## src/rtl/vt_pkg.sv

```systemverilog
package vt_pkg;

  typedef enum logic [2:0] {
    IC_NONE   = 3'd0,
    IC_PRIV   = 3'd1,
    IC_SENS   = 3'd2,
    IC_RETURN = 3'd3,
    IC_SWITCH = 3'd4,
    IC_UNMASK = 3'd5
  } instr_class_e;

  localparam int CAUSE_W = 4;

  typedef enum logic [CAUSE_W-1:0] {
    FC_NONE   = 4'd0,
    FC_ADDR   = 4'd1,
    FC_PRIV   = 4'd2,
    FC_SENS   = 4'd3,
    FC_SWITCH = 4'd4
  } fault_cause_e;

  localparam logic MODE_MONITOR = 1'b0;
  localparam logic MODE_GUEST   = 1'b1;

endpackage

```

## src/rtl/vt_rst_sync.sv

```systemverilog
module vt_rst_sync #(
  parameter int STAGES = 2
) (
  input  logic clk,
  input  logic rst_n,
  output logic rst_n_sync
);

  logic [STAGES-1:0] chain_q;
  logic [STAGES-1:0] chain_d;

  always_comb begin
    chain_d = {chain_q[STAGES-2:0], 1'b1};
  end

  always_ff @(posedge clk or negedge rst_n) begin
    if (!rst_n) chain_q <= '0;
    else        chain_q <= chain_d;
  end

  assign rst_n_sync = chain_q[STAGES-1];

endmodule

```

## src/rtl/vt_mode_ctl.sv

```systemverilog
module vt_mode_ctl (
  input  logic clk,
  input  logic rst_n,
  input  logic intr_take,
  input  logic fault_any,
  input  logic virq_take,
  input  logic wr_en,
  input  logic wr_val,
  output logic mode
);
  import vt_pkg::*;

  logic mode_q;
  logic mode_d;
  logic mode_en;

  // Precedence: interruption, then fault hold, then vector transfer, then write.
  always_comb begin
    mode_en = 1'b0;
    mode_d  = mode_q;
    if (intr_take) begin
      mode_en = 1'b1;
      mode_d  = MODE_MONITOR;
    end else if (fault_any) begin
      mode_en = 1'b0;
      mode_d  = mode_q;
    end else if (virq_take) begin
      mode_en = 1'b1;
      mode_d  = MODE_MONITOR;
    end else if (wr_en) begin
      mode_en = 1'b1;
      mode_d  = wr_val;
    end
  end

  always_ff @(posedge clk or negedge rst_n) begin
    if (!rst_n)       mode_q <= MODE_MONITOR;
    else if (mode_en) mode_q <= mode_d;
  end

  assign mode = mode_q;

  p_intr_clears_r5: assert property (@(posedge clk) disable iff (!rst_n)
    intr_take |=> (mode == MODE_MONITOR));

  p_fault_holds_r9: assert property (@(posedge clk) disable iff (!rst_n)
    (fault_any && !intr_take) |=> $stable(mode));

  p_vector_exits_r11: assert property (@(posedge clk) disable iff (!rst_n)
    virq_take |=> (mode == MODE_MONITOR));

endmodule

```

## src/rtl/vt_fault_detect.sv

```systemverilog
module vt_fault_detect #(
  parameter int VA_W  = 48,
  parameter int OPC_W = 41
) (
  input  logic               clk,
  input  logic               rst_n,
  input  logic               mode,
  input  logic               instr_valid,
  input  logic [2:0]         instr_class,
  input  logic [OPC_W-1:0]   instr_opcode,
  input  logic [1:0]         priv,
  input  logic               va_valid,
  input  logic [VA_W-1:0]    va,
  output logic               fault_any,
  output logic               vfault,
  output logic               addr_fault,
  output logic [vt_pkg::CAUSE_W-1:0] fault_cause,
  output logic [OPC_W-1:0]   fault_opcode
);
  import vt_pkg::*;

  localparam int RSV_BIT = VA_W - 1;

  logic guest;
  logic hit_addr;
  logic hit_priv;
  logic hit_switch;
  logic hit_sens;
  fault_cause_e cause_sel;

  logic               vfault_q,  vfault_d;
  logic               afault_q,  afault_d;
  logic [CAUSE_W-1:0] cause_q,   cause_d;
  logic [OPC_W-1:0]   opc_q,     opc_d;
  logic               bank_en;

  assign guest = (mode == MODE_GUEST);

  // Candidate traps, each qualified by guest mode.
  always_comb begin
    hit_addr   = guest && va_valid && va[RSV_BIT];
    hit_priv   = 1'b0;
    hit_switch = 1'b0;
    hit_sens   = 1'b0;
    if (guest && instr_valid) begin
      case (instr_class)
        IC_PRIV, IC_RETURN: hit_priv   = 1'b1;
        IC_SENS:            hit_sens   = 1'b1;
        IC_SWITCH:          hit_switch = (priv != 2'd0);
        default: ;
      endcase
    end
  end

  // Fixed-priority select of a single cause.
  always_comb begin
    if (hit_addr)        cause_sel = FC_ADDR;
    else if (hit_priv)   cause_sel = FC_PRIV;
    else if (hit_switch) cause_sel = FC_SWITCH;
    else if (hit_sens)   cause_sel = FC_SENS;
    else                 cause_sel = FC_NONE;
  end

  assign fault_any = (cause_sel != FC_NONE);

  always_comb begin
    vfault_d = fault_any;
    afault_d = (cause_sel == FC_ADDR);
    bank_en  = fault_any;
    cause_d  = cause_sel;
    opc_d    = instr_opcode;
  end

  always_ff @(posedge clk or negedge rst_n) begin
    if (!rst_n) begin
      vfault_q <= 1'b0;
      afault_q <= 1'b0;
    end else begin
      vfault_q <= vfault_d;
      afault_q <= afault_d;
    end
  end

  always_ff @(posedge clk or negedge rst_n) begin
    if (!rst_n) begin
      cause_q <= '0;
      opc_q   <= '0;
    end else if (bank_en) begin
      cause_q <= cause_d;
      opc_q   <= opc_d;
    end
  end

  assign vfault       = vfault_q;
  assign addr_fault   = afault_q;
  assign fault_cause  = cause_q;
  assign fault_opcode = opc_q;

  p_monitor_no_fault_r4: assert property (@(posedge clk) disable iff (!rst_n)
    (mode == MODE_MONITOR) |=> !vfault);

  p_addr_has_cause_r7: assert property (@(posedge clk) disable iff (!rst_n)
    addr_fault |-> (vfault && fault_cause == FC_ADDR));

  p_bank_holds_r10: assert property (@(posedge clk) disable iff (!rst_n)
    !vfault |-> (fault_cause == FC_NONE || $stable(fault_cause) || $past(vfault)) );

  p_addr_beats_instr_r8: assert property (@(posedge clk) disable iff (!rst_n)
    (guest && va_valid && va[RSV_BIT]) |=> (fault_cause == FC_ADDR));

  p_cause_legal_r8: assert property (@(posedge clk) disable iff (!rst_n)
    vfault |-> (fault_cause inside {FC_ADDR, FC_PRIV, FC_SENS, FC_SWITCH}));

endmodule

```

## src/rtl/vt_virq.sv

```systemverilog
module vt_virq (
  input  logic       clk,
  input  logic       rst_n,
  input  logic       mode,
  input  logic       instr_valid,
  input  logic [2:0] instr_class,
  input  logic       fault_any,
  input  logic       virq_set,
  input  logic       virq_clr,
  output logic       virq_take,
  output logic       virq_req
);
  import vt_pkg::*;

  logic pend_q, pend_d, pend_en;
  logic req_q, req_d;
  logic monitor;

  assign monitor = (mode == MODE_MONITOR);

  always_comb begin
    pend_en = monitor && (virq_set || virq_clr);
    pend_d  = virq_set;
  end

  always_comb begin
    virq_take = !monitor && instr_valid && (instr_class == IC_UNMASK)
                && pend_q && !fault_any;
    req_d     = virq_take;
  end

  always_ff @(posedge clk or negedge rst_n) begin
    if (!rst_n)       pend_q <= 1'b0;
    else if (pend_en) pend_q <= pend_d;
  end

  always_ff @(posedge clk or negedge rst_n) begin
    if (!rst_n) req_q <= 1'b0;
    else        req_q <= req_d;
  end

  assign virq_req = req_q;

  p_guest_cannot_touch_r11: assert property (@(posedge clk) disable iff (!rst_n)
    !monitor |=> $stable(pend_q));

  p_req_is_pulse_r11: assert property (@(posedge clk) disable iff (!rst_n)
    virq_req |=> !virq_req);

  p_req_needs_pending_r11: assert property (@(posedge clk) disable iff (!rst_n)
    virq_req |-> $past(pend_q));

endmodule

```

## src/rtl/vt_guest_trap.sv

```systemverilog
module vt_guest_trap #(
  parameter int VA_W  = 48,
  parameter int OPC_W = 41
) (
  input  logic             clk,
  input  logic             rst_n,
  input  logic             instr_valid,
  input  logic [2:0]       instr_class,
  input  logic [OPC_W-1:0] instr_opcode,
  input  logic             new_mode,
  input  logic [1:0]       priv,
  input  logic             intr_take,
  input  logic             va_valid,
  input  logic [VA_W-1:0]  va,
  input  logic             virq_set,
  input  logic             virq_clr,
  output logic             mode,
  output logic             vfault,
  output logic [3:0]       fault_cause,
  output logic [OPC_W-1:0] fault_opcode,
  output logic             addr_fault,
  output logic             virq_req
);
  import vt_pkg::*;

  logic rst_ns;
  logic fault_any;
  logic virq_take;
  logic wr_en;

  vt_rst_sync #(.STAGES(2)) u_rst (
    .clk        (clk),
    .rst_n      (rst_n),
    .rst_n_sync (rst_ns)
  );

  vt_fault_detect #(.VA_W(VA_W), .OPC_W(OPC_W)) u_fault (
    .clk          (clk),
    .rst_n        (rst_ns),
    .mode         (mode),
    .instr_valid  (instr_valid),
    .instr_class  (instr_class),
    .instr_opcode (instr_opcode),
    .priv         (priv),
    .va_valid     (va_valid),
    .va           (va),
    .fault_any    (fault_any),
    .vfault       (vfault),
    .addr_fault   (addr_fault),
    .fault_cause  (fault_cause),
    .fault_opcode (fault_opcode)
  );

  vt_virq u_virq (
    .clk         (clk),
    .rst_n       (rst_ns),
    .mode        (mode),
    .instr_valid (instr_valid),
    .instr_class (instr_class),
    .fault_any   (fault_any),
    .virq_set    (virq_set),
    .virq_clr    (virq_clr),
    .virq_take   (virq_take),
    .virq_req    (virq_req)
  );

  assign wr_en = instr_valid &&
                 ((instr_class == IC_RETURN) || (instr_class == IC_SWITCH));

  vt_mode_ctl u_mode (
    .clk       (clk),
    .rst_n     (rst_ns),
    .intr_take (intr_take),
    .fault_any (fault_any),
    .virq_take (virq_take),
    .wr_en     (wr_en),
    .wr_val    (new_mode),
    .mode      (mode)
  );

  p_one_pulse_kind_r8: assert property (@(posedge clk) disable iff (!rst_ns)
    !(vfault && virq_req));

  p_vector_leaves_guest_r11: assert property (@(posedge clk) disable iff (!rst_ns)
    virq_req |-> (mode == MODE_MONITOR));

endmodule

```

## config.mk

```make
export PLATFORM = sky130hd
export DESIGN_NAME = vt_guest_trap
export DESIGN_NICKNAME = d
export VERILOG_FILES = /design/src/rtl/vt_pkg.sv /design/src/rtl/vt_rst_sync.sv /design/src/rtl/vt_mode_ctl.sv /design/src/rtl/vt_fault_detect.sv /design/src/rtl/vt_virq.sv /design/src/rtl/vt_guest_trap.sv
export SDC_FILE = /design/constraint.sdc
export NUM_CORES = 1
export LEC_CHECK = 0
export BUFFER_PORTS_ARGS = -buffer_cell sky130_fd_sc_hd__buf_2
export CAP_MARGIN = 0
export CORE_MARGIN = 2
export CORE_UTILIZATION = 44
export DETAILED_ROUTE_END_ITERATION = 16
export MAX_ROUTING_LAYER = met4
export PLACE_DENSITY = 0.95
export REMOVE_ABC_BUFFERS = 1
export SLEW_MARGIN = 20
export SYNTH_ARGS = -nofsm -noshare
export SYNTH_HDL_FRONTEND = slang
export SYNTH_SLANG_ARGS = --single-unit
```

## constraint.sdc

```tcl
create_clock -name clk -period 5 [get_ports clk]
set_clock_uncertainty 0.15 [all_clocks]
set_input_delay 0.25 -clock clk [delete_from_list [all_inputs] [get_ports clk]]
set_output_delay 0.25 -clock clk [all_outputs]
set_load 0.02 [all_outputs]
```

Yosys cells after proc, flatten, opt, wreduce, memory -nomap -nowiden
Cells that the tools add are included.

Word-level logic and storage cells: 50. Register bits: 52.

Reductions and logical operators: 16. Mux-type cells: 18. Bitwise logic cells: 1. Equality and inequality tests: 7.

Operators with widths (number): 1-bit 2-to-1 mux (14); 4-bit 2-to-1 mux (3); 1-bit logical AND (8); 3-bit by 2-bit == test with 1-bit output, second input constant (2); 3-bit == test, second input constant (2); 4-bit by 1-bit == test with 1-bit output, second input constant (1); 4-bit nonzero test (1); 3-bit by 1-bit == test with 1-bit output, second input constant (1); 3-bit AND reduction (1); 3-bit nonzero test (1); 1-bit logical OR (2); 2-bit 2-to-1 mux (1); 2-bit != test, second input constant (1); 2-bit nonzero test (1); 2-bit OR reduction (1); 1-bit logical NOT (1); 1-bit NOT (1).

Longest topological paths before layout
Depth in word-level cells: 14. Mapped depth: 7. Gate-level depth less buffers: 5.

By module
A second synthesis with hierarchy kept.

Cell total of the unflattened synthesis: 129. Area total of the unflattened synthesis: 2173.3 sq um.

By module, submodules not included: vt_fault_detect (sequential area each 1151.1 sq um, cells each 111, area each 1951.9 sq um, instances 1); vt_virq (sequential area each 50.0 sq um, cells each 7, area each 87.6 sq um, instances 1); vt_mode_ctl (sequential area each 25.0 sq um, cells each 5, area each 55.1 sq um, instances 1); vt_rst_sync (sequential area each 50.0 sq um, cells each 3, area each 53.8 sq um, instances 1); vt_guest_trap (sequential area each 0.0 sq um, cells each 3, area each 25.0 sq um, instances 1).

Worst setup path before layout
OpenSTA, ideal clock, no wires.

Path type: register to register. Start point: register u_mode.mode_q (netlist: u_mode.mode). End point: register u_fault.opc_q[0] (netlist: u_fault.fault_opcode[0]). Cell stages (with the launch flop): 7. Period minus slack after synthesis: 2.111 ns. Library setup time: 0.125 ns. Buffers on the path: 2. Path slack: 2.889 ns. Arrival: 1.835 ns. Cells stage by stage: dfrtp_1 > nand2_1 > or4_4 > and3_1 > buf_6 > buf_8 > mux2_4.

Longest elaborated chain between the ends: 7. Elaborated cells on any way between the ends: 11. Those cells by class: 7 x mux; 4 x reduce/logical.

RTL lines: start, declared (line vt_mode_ctl.sv:13) `logic mode_q;`; start signal, assigned (line vt_mode_ctl.sv:38) `else if (mode_en) mode_q <= mode_d;`; 1-bit logical AND (line vt_fault_detect.sv:45) `if (guest && instr_valid) begin`; 1-bit 2-to-1 mux (line vt_fault_detect.sv:45); 2-bit 2-to-1 mux (line vt_fault_detect.sv:60) `else if (hit_sens) cause_sel = FC_SENS;`; 4-bit 2-to-1 mux (line vt_fault_detect.sv:59) `else if (hit_switch) cause_sel = FC_SWITCH;`; 4-bit 2-to-1 mux (line vt_fault_detect.sv:58) `else if (hit_priv) cause_sel = FC_PRIV;`; 4-bit 2-to-1 mux * (line vt_fault_detect.sv:57) `if (hit_addr) cause_sel = FC_ADDR;`; 4-bit nonzero test * (line vt_fault_detect.sv:64) `assign fault_any = (cause_sel != FC_NONE);`; end signal, assigned (line vt_fault_detect.sv:90) `opc_q <= opc_d;`; end, declared (line vt_fault_detect.sv:34) `logic [OPC_W-1:0] opc_q, opc_d;`.

Mark *: on every way between the ends. The rest lies on a longest branch, timed or not. A chain may end at the register's enable or synchronous reset.

Worst setup path after layout
Start point: register u_mode.mode_q (netlist: u_mode.mode). End point: register u_fault.opc_q[13] (netlist: u_fault.fault_opcode[13]).

Same word-level chain as after synthesis.

==> impl_metrics.tcl <==
set metrics [dict create \
    outcome "complete, no violations" \
    ctsResizeCount 0 \
    post-route-period-util_pct 50.01 \
    tightest_slew_ps 609.8 \
    wl_per_cell_um 14.03 \
    crit_path_top_delay_cell "or4_4" \
    n_antenna_cell 0 \
    min_path_cells 2 \
    p_per_area_mw_per_mm2 536.0 \
    max_freq_mhz 400.0 \
    vdd_drop_max_uv 200.3 \
    grt_max_degree 50 \
    wl_met1_um 1863 \
    cts_setup_buffers 0 \
    numCtsBuffers 5 \
    path_max_fanout 24 \
    dpl_cell_area_mm2 0.002676 \
    layout_common_cells "buf_2, dfrtp_1, mux2_4, clkbuf_8, nand2_1" \
    fin_area_mm2 0.002835 \
    required_ps 5030 \
    gp_congestion 0.7872 \
    critPathBufInv 1 \
    core_area_mm2 0.004723 \
    ioPinCount 151 \
    hp-class "in2reg" \
    vias_per_cell 4.584 \
    fin_ws_ps 2500 \
    path_cells "nand2_1, or4_4, and3_2, buf_4, mux2_4" \
    yosys_warnings 0 \
    avgSynthCellArea_um2 16.53 \
    antenna_found_initial 0 \
    startpoint "u_mode.mode" \
    timing_hold_violations_final 0 \
    drv_cap 0 \
    place_inst 295 \
    crit_family "simple AND/OR/NAND/NOR gates" \
    drc 0 \
    fillCellCount 374 \
    worstReg2RegEnd "u_fault.fault_opcode[13]" \
    ys_ff_latch 51 \
    place_ws_ps 2477 \
    die_w_um 74.16 \
    p_leak_uw 0.001592 \
    htreeDepth 2 \
    setup_viol_count_final 0 \
    rsz0062_at_grt "false" \
    crit_type "reg2reg" \
    dr.pass1.iters 4 \
    rrSetupSlack_ps 2500 \
    fin_setup_tns_ps 0 \
    reg2reg_depth 5 \
    clk_path_buf_depth 2 \
    root_buffer "clkbuf_8" \
    synth_area_mm2 0.002166 \
    syn_inst 131 \
    nets 339 \
    dieArea_mm2 0.005500 \
    cts_hold_buf 2 \
    clk_latency_ps 300 \
    drive_gt1_share_pct 65.13 \
    top_layer "met4" \
    dpl.hpwl_um 3076 \
    cpPeakStageDelay_ps 510 \
    track_usage_pct 15.65 \
    final_antenna_net_count 0 \
    initial_core_util_pct 45.85 \
    die_h_um 74.16 \
    grt_pass1_wl_um 6196 \
    met3_length_um 322 \
    drv_slew 0 \
    reg2reg_from "u_mode.mode" \
    initialDrtViolationCount 71 \
    endpoint "u_fault.fault_opcode[13]" \
    row_count 25 \
    clk_pin_slew_worst_paths_ps 100 \
    synthDistinctLibCells 26 \
    cp-end-kind "flip-flop" \
    layout_commonest_cell "buf_2" \
    seq_area_frac_synth_pct 58.93 \
    cts_tree "built" \
    route.met2.wl_um 2061 \
    clock-sinks 51 \
    critPathLaunchType "flip-flop" \
    syn_to_final_growth_pct 30.91 \
    relSlewSlack_pct 59.35 \
    period_needed_ps 2500 \
    io_buffers 102 \
    overflow 0 \
    wirelength_um 4278 \
    fin_cells 305 \
    grt_pass1_vias 1286 \
    vias 1398 \
    cp.depth 5 \
    critical_path_arrival_ps 2530 \
]
metrics by stage:
| stage | hold WS, ps | total power [uW] | util (%) |
|---|---|---|---|
| 4_1_cts | 11.65 | 1536 | 59.97 |
| 6_report | 19.46 | 1520 | 60.03 |
| 5_1_grt | 9.608 | 1595 | 60.03 |
| 3_5_place_dp | -114.0 | 1197 | 56.66 |
| 3_3_place_gp | -113.9 | 1177 | 56.66 |
| 2_1_floorplan | -195.6 | 1000 | - |
logic make-up after synthesis:
kind of cell / synth area share (%)
flops: 58.93
mux: 28.08
simple gates: 4.449
compound gates: 3.351
buf+inv: 4.853
other cells: 0.3467
worst min path at each step:
stage / slack (ps) / startpoint / end
final: 20 / instr_opcode[30] / u_fault.fault_opcode[30]
after global routing: 10 / instr_opcode[30] / u_fault.fault_opcode[30]
after CTS: 10 / instr_opcode[30] / u_fault.fault_opcode[30]
after detailed placement: -110 / rst_n / u_rst.chain_q[0]
after global placement: -110 / rst_n / u_rst.chain_q[0]
after floorplan: -200 / rst_n / u_rst.chain_q[0]
synthesized netlist by cell type:
cell / number / area share, %
dfrtp_1: 51 / 59
mux2_4: 39 / 27
nand2_1: 4 / 0.69
a21oi_1: 3 / 0.69
buf_12: 3 / 2.8
inv_1: 3 / 0.52
nand3_1: 3 / 0.69
nor2_1: 3 / 0.52
a22o_1: 2 / 0.81
conb_1: 2 / 0.35
mux2_2: 2 / 1.0
o21ai_0: 2 / 0.46
a32oi_1: 1 / 0.40
and3_1: 1 / 0.29
and3b_1: 1 / 0.40
buf_4: 1 / 0.35
buf_6: 1 / 0.52
buf_8: 1 / 0.69
nand4b_1: 1 / 0.40
nor2b_1: 1 / 0.29
nor3b_1: 1 / 0.35
o211ai_1: 1 / 0.35
o21ai_1: 1 / 0.23
o32ai_1: 1 / 0.40
or3_1: 1 / 0.29
or4_4: 1 / 0.52
power by group:
part / internal (uW) / leakage, uW / switching, uW
Clock: 199 / 0.0000644 / 133
Sequential: 549 / 0.000627 / 80.2
Combinational: 275 / 0.000900 / 282
layout make-up:
| type | count | area, um^2 | share of cell area [%] |
|---|---|---|---|
| Multi-Input combinational cell | 71 | 785.8 | 27.71 |
| Tap cell | 67 | 83.83 | 2.957 |
| Clock buffer | 5 | 68.82 | 2.427 |
| Timing Repair Buffer | 105 | 538.0 | 18.98 |
| Sequential cell | 51 | 1280 | 45.15 |
| Inverter | 3 | 11.26 | 0.3972 |
| Clock inverter | 3 | 67.56 | 2.383 |
layer usage:
metal | track usage, % | vias to the layer above
met5 | - | -
met4 | 6.667 | 0
met2 | 24.31 | 70
met3 | 3.794 | 4
met1 | 19.56 | 658
li1 | - | 666
flip-flops by register name, indices dropped and copies added (netlist names):
name	count
u_fault.addr_fault	1
u_fault.fault_cause	3
u_fault.fault_opcode	41
u_fault.vfault	1
u_mode.mode	1
u_rst.chain_q	2
u_virq.pend_q	1
u_virq.virq_req	1
Note: power is estimated with default switching activity, not from simulation.
